[config.mk]
export PLATFORM = sky130hd
export DESIGN_NAME = can_accept_filter
export DESIGN_NICKNAME = d
export VERILOG_FILES = /design/src/rtl/can_filt_pkg.sv /design/src/rtl/can_filt_single.sv /design/src/rtl/can_filt_dual_sub.sv /design/src/rtl/can_filt_legacy.sv /design/src/rtl/can_accept_filter.sv
export SDC_FILE = /design/constraint.sdc
export NUM_CORES = 1
export LEC_CHECK = 0
export ABC_AREA = 1
export BUFFER_PORTS_ARGS = -buffer_cell sky130_fd_sc_hd__buf_4
export CORE_MARGIN = 3
export CORE_UTILIZATION = 53
export DETAILED_ROUTE_END_ITERATION = 7
export HOLD_SLACK_MARGIN = 0.05
export PLACE_DENSITY = 0.94
export SLEW_MARGIN = 15
export SYNTH_ARGS = -nofsm -noshare
export SYNTH_HDL_FRONTEND = slang
export SYNTH_HIERARCHICAL = 1
export SYNTH_SLANG_ARGS = --single-unit
[constraint.sdc]
create_clock -name clk -period 1.52 [get_ports clk]
set_clock_uncertainty 0.15 [all_clocks]
set_input_delay 0.304 -clock clk [delete_from_list [all_inputs] [get_ports clk]]
set_output_delay 0.304 -clock clk [all_outputs]
set_load 0.05 [all_outputs]
[src/rtl/can_filt_pkg.sv]
package can_filt_pkg;

    localparam int BYTE_W  = 8;
    localparam int N_BYTES = 4;
    localparam int CFG_W   = BYTE_W * N_BYTES;
    localparam int EXT_W   = 29;
    localparam int STD_W   = 11;
    localparam int DLC_W   = 4;
    localparam int N_SUB   = 2;
    localparam int SUB_W   = 2 * BYTE_W;

    typedef struct packed {
        logic               ide;
        logic               rtr;
        logic [EXT_W-1:0]   id;
        logic [DLC_W-1:0]   dlc;
        logic [BYTE_W-1:0]  d0;
        logic [BYTE_W-1:0]  d1;
    } rx_frame_t;

    typedef struct packed {
        logic vld;
        logic acc;
    } dec_state_t;

    // 1 when every bit not masked off agrees
    function automatic logic masked_eq(input logic [CFG_W-1:0] f,
                                       input logic [CFG_W-1:0] c,
                                       input logic [CFG_W-1:0] m);
        return (((f ^ c) & ~m) == '0);
    endfunction

endpackage

[src/rtl/can_filt_single.sv]
module can_filt_single
    import can_filt_pkg::*;
(
    input  rx_frame_t          frm,
    input  logic [CFG_W-1:0]   code_str,
    input  logic [CFG_W-1:0]   mask_str,
    output logic               hit
);
    logic [CFG_W-1:0] ext_vec;
    logic [SUB_W-1:0] std_vec;
    logic             id_ok_ext;
    logic             id_ok_std;
    logic             d0_ok;
    logic             d1_ok;

    always_comb begin
        ext_vec   = {frm.id, frm.rtr, 2'b00};
        std_vec   = {frm.id[STD_W-1:0], frm.rtr, 4'b0000};
        id_ok_ext = masked_eq(ext_vec,
                              code_str,
                              mask_str | CFG_W'(2'b11));
        id_ok_std = masked_eq({std_vec, 16'h0},
                              {code_str[CFG_W-1 -: SUB_W], 16'h0},
                              {mask_str[CFG_W-1 -: SUB_W] | 16'h000F, 16'hFFFF});
        d0_ok = frm.rtr || (frm.dlc == '0) ||
                masked_eq({frm.d0, 24'h0}, {code_str[15:8], 24'h0},
                          {mask_str[15:8], 24'hFFFFFF});
        d1_ok = frm.rtr || (frm.dlc < DLC_W'(2)) ||
                masked_eq({frm.d1, 24'h0}, {code_str[7:0], 24'h0},
                          {mask_str[7:0], 24'hFFFFFF});
        hit = frm.ide ? id_ok_ext : (id_ok_std && d0_ok && d1_ok);
    end
endmodule

[src/rtl/can_filt_dual_sub.sv]
module can_filt_dual_sub
    import can_filt_pkg::*;
#(
    parameter bit WITH_DATA = 1'b0
) (
    input  logic               ide,
    input  logic               rtr,
    input  logic [15:0]        id_hi,
    input  logic [STD_W-1:0]   id_std,
    input  logic [BYTE_W-1:0]  d0,
    input  logic [SUB_W-1:0]   code_pair,
    input  logic [SUB_W-1:0]   mask_pair,
    input  logic [BYTE_W-1:0]  d_code,
    input  logic [BYTE_W-1:0]  d_mask,
    output logic               hit
);
    logic ext_ok;
    logic std_ok;
    logic dat_ok;

    always_comb begin
        ext_ok = masked_eq({id_hi, 16'h0}, {code_pair, 16'h0},
                           {mask_pair, 16'hFFFF});
        std_ok = masked_eq({id_std, rtr, 20'h0}, {code_pair, 16'h0},
                           {mask_pair | 16'h000F, 16'hFFFF});
        dat_ok = masked_eq({d0, 24'h0}, {d_code, 24'h0},
                           {d_mask, 24'hFFFFFF}) || !WITH_DATA;
        hit = ide ? ext_ok : (std_ok && dat_ok);
    end
endmodule

[src/rtl/can_filt_legacy.sv]
module can_filt_legacy
    import can_filt_pkg::*;
(
    input  logic               ide,
    input  logic [BYTE_W-1:0]  id_top,
    input  logic [BYTE_W-1:0]  code_b,
    input  logic [BYTE_W-1:0]  mask_b,
    output logic               hit
);
    always_comb begin
        hit = !ide && (((id_top ^ code_b) & ~mask_b) == '0);
    end
endmodule

[src/rtl/can_accept_filter.sv]
module can_accept_filter
    import can_filt_pkg::*;
(
    input  logic               clk,
    input  logic               rst_n,
    input  logic               frame_valid,
    input  logic               frame_ide,
    input  logic               frame_rtr,
    input  logic [28:0]        frame_id,
    input  logic [3:0]         frame_dlc,
    input  logic [7:0]         frame_data0,
    input  logic [7:0]         frame_data1,
    input  logic               legacy_mode,
    input  logic               dual_mode,
    input  logic [31:0]        acc_code,
    input  logic [31:0]        acc_mask,
    input  logic [7:0]         legacy_code,
    input  logic [7:0]         legacy_mask,
    output logic               accept_valid,
    output logic               accept
);
    rx_frame_t         frm;
    logic [CFG_W-1:0]  code_str;
    logic [CFG_W-1:0]  mask_str;
    logic              single_hit;
    logic              legacy_hit;
    logic [N_SUB-1:0]  sub_hit;
    logic              decide;
    dec_state_t        st_d;
    dec_state_t        st_q;

    always_comb begin
        frm = '{ide: frame_ide, rtr: frame_rtr, id: frame_id,
                dlc: frame_dlc, d0: frame_data0, d1: frame_data1};
    end

    // byte 0 is the most significant byte of the match string
    for (genvar k = 0; k < N_BYTES; k++) begin : g_str
        assign code_str[CFG_W-1-BYTE_W*k -: BYTE_W] = acc_code[BYTE_W*k +: BYTE_W];
        assign mask_str[CFG_W-1-BYTE_W*k -: BYTE_W] = acc_mask[BYTE_W*k +: BYTE_W];
    end

    can_filt_single u_single (
        .frm      (frm),
        .code_str (code_str),
        .mask_str (mask_str),
        .hit      (single_hit)
    );

    for (genvar s = 0; s < N_SUB; s++) begin : g_sub
        can_filt_dual_sub #(.WITH_DATA(s == 0)) u_sub (
            .ide       (frame_ide),
            .rtr       (frame_rtr),
            .id_hi     (frame_id[EXT_W-1 -: 16]),
            .id_std    (frame_id[STD_W-1:0]),
            .d0        (frame_data0),
            .code_pair (code_str[CFG_W-1-SUB_W*s -: SUB_W]),
            .mask_pair (mask_str[CFG_W-1-SUB_W*s -: SUB_W]),
            .d_code    ({acc_code[11:8], acc_code[27:24]}),
            .d_mask    ({acc_mask[11:8], acc_mask[27:24]}),
            .hit       (sub_hit[s])
        );
    end

    can_filt_legacy u_legacy (
        .ide    (frame_ide),
        .id_top (frame_id[STD_W-1 -: BYTE_W]),
        .code_b (legacy_code),
        .mask_b (legacy_mask),
        .hit    (legacy_hit)
    );

    always_comb begin
        if (legacy_mode)    decide = legacy_hit;
        else if (dual_mode) decide = |sub_hit;
        else                decide = single_hit;
        st_d.vld = frame_valid;
        st_d.acc = frame_valid && decide;
    end

    always_ff @(posedge clk or negedge rst_n) begin
        if (!rst_n) st_q <= '0;
        else        st_q <= st_d;
    end

    assign accept_valid = st_q.vld;
    assign accept       = st_q.acc;
endmodule

==> impl_metrics.toml <==
[yosys]
syn_nets = 874
synth_top_area_share_pct = 36.60
post_synth.cell_area_avg_um2 = 4.113
ys_types = 20
synth_seq_cells = 2
synth_area_leaders = "nand2_1 37%, inv_1 23%, nor2_1 14%"
syn-cell-area_um2 = 3035
synthArstFlopShare_pct = 100.0
yosysMostFrequentCell = "nand2_1"
synth.largest_area_cell = "nand2_1"
synthCells = 738
synth_edf_count = 0
synth_common_cells = "296 x nand2_1, 182 x inv_1, 113 x nor2_1, 69 x nand3_1, 21 x a21oi_1"
synth_ff_type = "dfrtp_1"
yosysWarnings = 6
synth_seq_area_share_pct = 1.649

[place]
numPortBuffers = 137
dp.cells = 957
place_congestion = 0.9616
dp_hpwl_mm = 9.627

[critical_path]
critPathBufInv = 1
crit_cells = 9
cp.arrival_ns = 1.44
crit_required_ns = 1.50
crit_type = "primary input to flop"
crit_top_cell = "nand2_1"
cp_top_family = "simple AND/OR/NAND/NOR gates"
slowest_stage = "or2_1"
path_max_fanout = 6
crit_path_end_kind = "flop"
cp-start-kind = "primary input"
slowest_delay_ns = 0.25
path_cells = "buf_4, or2_1, a21oi_2, nand3b_1, o21ai_1, nor2_1, nand2_1, nand2_1, a21oi_1"
critical_path.endpoint = "accept$_DFF_PN0_"
crit_start = "acc_code[25]"

[detailed_routing]
via_count = 4800
drt_iter0_drc = 447
wirelength_mm = 11.40
drc = 0
via_per_inst = 4.995
wl_per_cell_um = 11.86
ant_nets = 0
drtPass1Iterations = 5

[timing]
hold_viol = 0
tightest_slew_ns = 0.3015
post-route-min-period_ns = 1.459
setup_viol = 0
fmax_ghz = 0.6853
finalSetupTns_ns = 0
relSlewSlack_pct = 79.83
finalCritPeriodShare_pct = 96.00
drv_slew = 0

[global_route]
grt_usage_pct = 32.78
grt_start_max_net_pins = 11
antenna_found_initial = 0
grt_pass1_wl_mm = 17.35
grt_pass1_vias = 4081
grt_overflow_total = 0

[finish]
final-seq-area_um2 = 50.05
nFillCells = 429
final_cells = 961
nNetsFinal = 1029
drive_gt1_share_pct = 19.75
multi_input_area_um2 = 2285
area_growth_syn_to_layout_pct = 42.33
antenna_cells = 0

[clock_tree]
cts_tree = "done"
clockBufferDepth = 2
numCtsBuffers = 3
cts_root_buf = "clkbuf_8"
htree_levels = 1
post-cts-setup-buffers = 0
clock_sinks = 2
path_clk_slew_ns = 0.03

[die]
die-area_um2 = 6672
die_w_um = 81.68
io_pins = 138
start_util_pct = 56.89
num_rows = 26
die_height_um = 81.68
core_area_um2 = 5335

[hold_path]
min_from = "frame_valid"
hold_path_class = "primary input to flop"
holdPathStages = 1

[outcome]
status = "finished, final reports clean"

[power]
peakVddDrop_mv = 0.2154
p_leak_nw = 3.009
pwr_density_cell_nw_per_um2 = 326.6

[run]
max-cap-violations = 0
==> cells by family (layout without fill, tap and decap cells) <==
group,after synthesis,after routing,synth area share [%]
flip-flops,2,2,1.649
AO/OA/AOI/OAI,41,41,6.966
buffers and inverters,194,347,23.99
XOR/XNOR,3,3,0.8658
AND/OR/NAND/NOR,498,498,66.53
==> through the flow <==
stage / util (%) / worst slack [ns] / power [mW] / area (um2) / hold WS (ns)
finish: 80.98 / 0.06073 / 1.411 / 4320 / 0.07230
global route: 80.98 / -0.01560 / 1.557 / 4320 / 0.06261
CTS: 80.46 / 0.02989 / 1.381 / 4293 / 0.06532
detailed placement: 79.50 / -0.1801 / 1.163 / 4242 / -0.05747
global placement: 79.50 / -0.1306 / 1.124 / 4242 / -0.06224
floorplan: - / 0.1927 / 0.5769 / 3035 / -0.1416
==> cells in the final DEF (no fill, tap or decap), types with 3 or more instances in the layout <==
cell,instances
a21oi_1,18
a21oi_2,4
buf_4,149
clkbuf_8,3
inv_1,182
inv_2,10
nand2_1,296
nand3_1,68
nand3b_1,9
nor2_1,110
nor2_2,6
o21ai_0,13
o21ai_1,4
or2_1,3
xnor2_1,3
==> final cells by class <==
cell class / instances / share of cell area [%]
Multi-Input combinational cell: 542 / 52.88
Timing Repair Buffer: 150 / 26.12
Inverter: 194 / 16.85
Tap cell: 70 / 2.027
Sequential cell: 2 / 1.158
Clock buffer: 3 / 0.9557
==> how the worst min path moves through the flow <==
| stage | end | slack [ns] |
|---|---|---|
| floorplan | accept$_DFF_PN0_ | -0.14 |
| global placement | accept_valid$_DFF_PN0_ | -0.06 |
| detailed placement | accept$_DFF_PN0_ | -0.06 |
| CTS | accept_valid$_DFF_PN0_ | 0.07 |
| global route | accept_valid$_DFF_PN0_ | 0.06 |
| finish | accept_valid$_DFF_PN0_ | 0.07 |
==> sequential cells by signal, summed over array words and instances (netlist names) <==
register	cells
accept	1
accept_valid	1
==> per-layer routing <==
| metal | GRT usage (%) | wire length (um) |
|---|---|---|
| met4 | 11.13 | 252 |
| met5 | 0 | 0 |
| met1 | 39.63 | 4426 |
| met3 | 4.276 | 1281 |
| met2 | 59.20 | 5438 |
==> report_power, final <==
| group | internal (mW) | switching (mW) |
|---|---|---|
| clock | 0.167 | 0.0391 |
| sequential | 0.0565 | 0.000942 |
| combinational | 0.509 | 0.639 |
| total | 0.732 | 0.679 |
==> timing repair <==
action                     4_1_cts  5_1_grt
gates resized for setup          0       10
setup endpoints to repair        0        1
hold buffers                     1        0
hold endpoints to repair         2        0
Note: power is estimated with default switching activity, not from simulation.
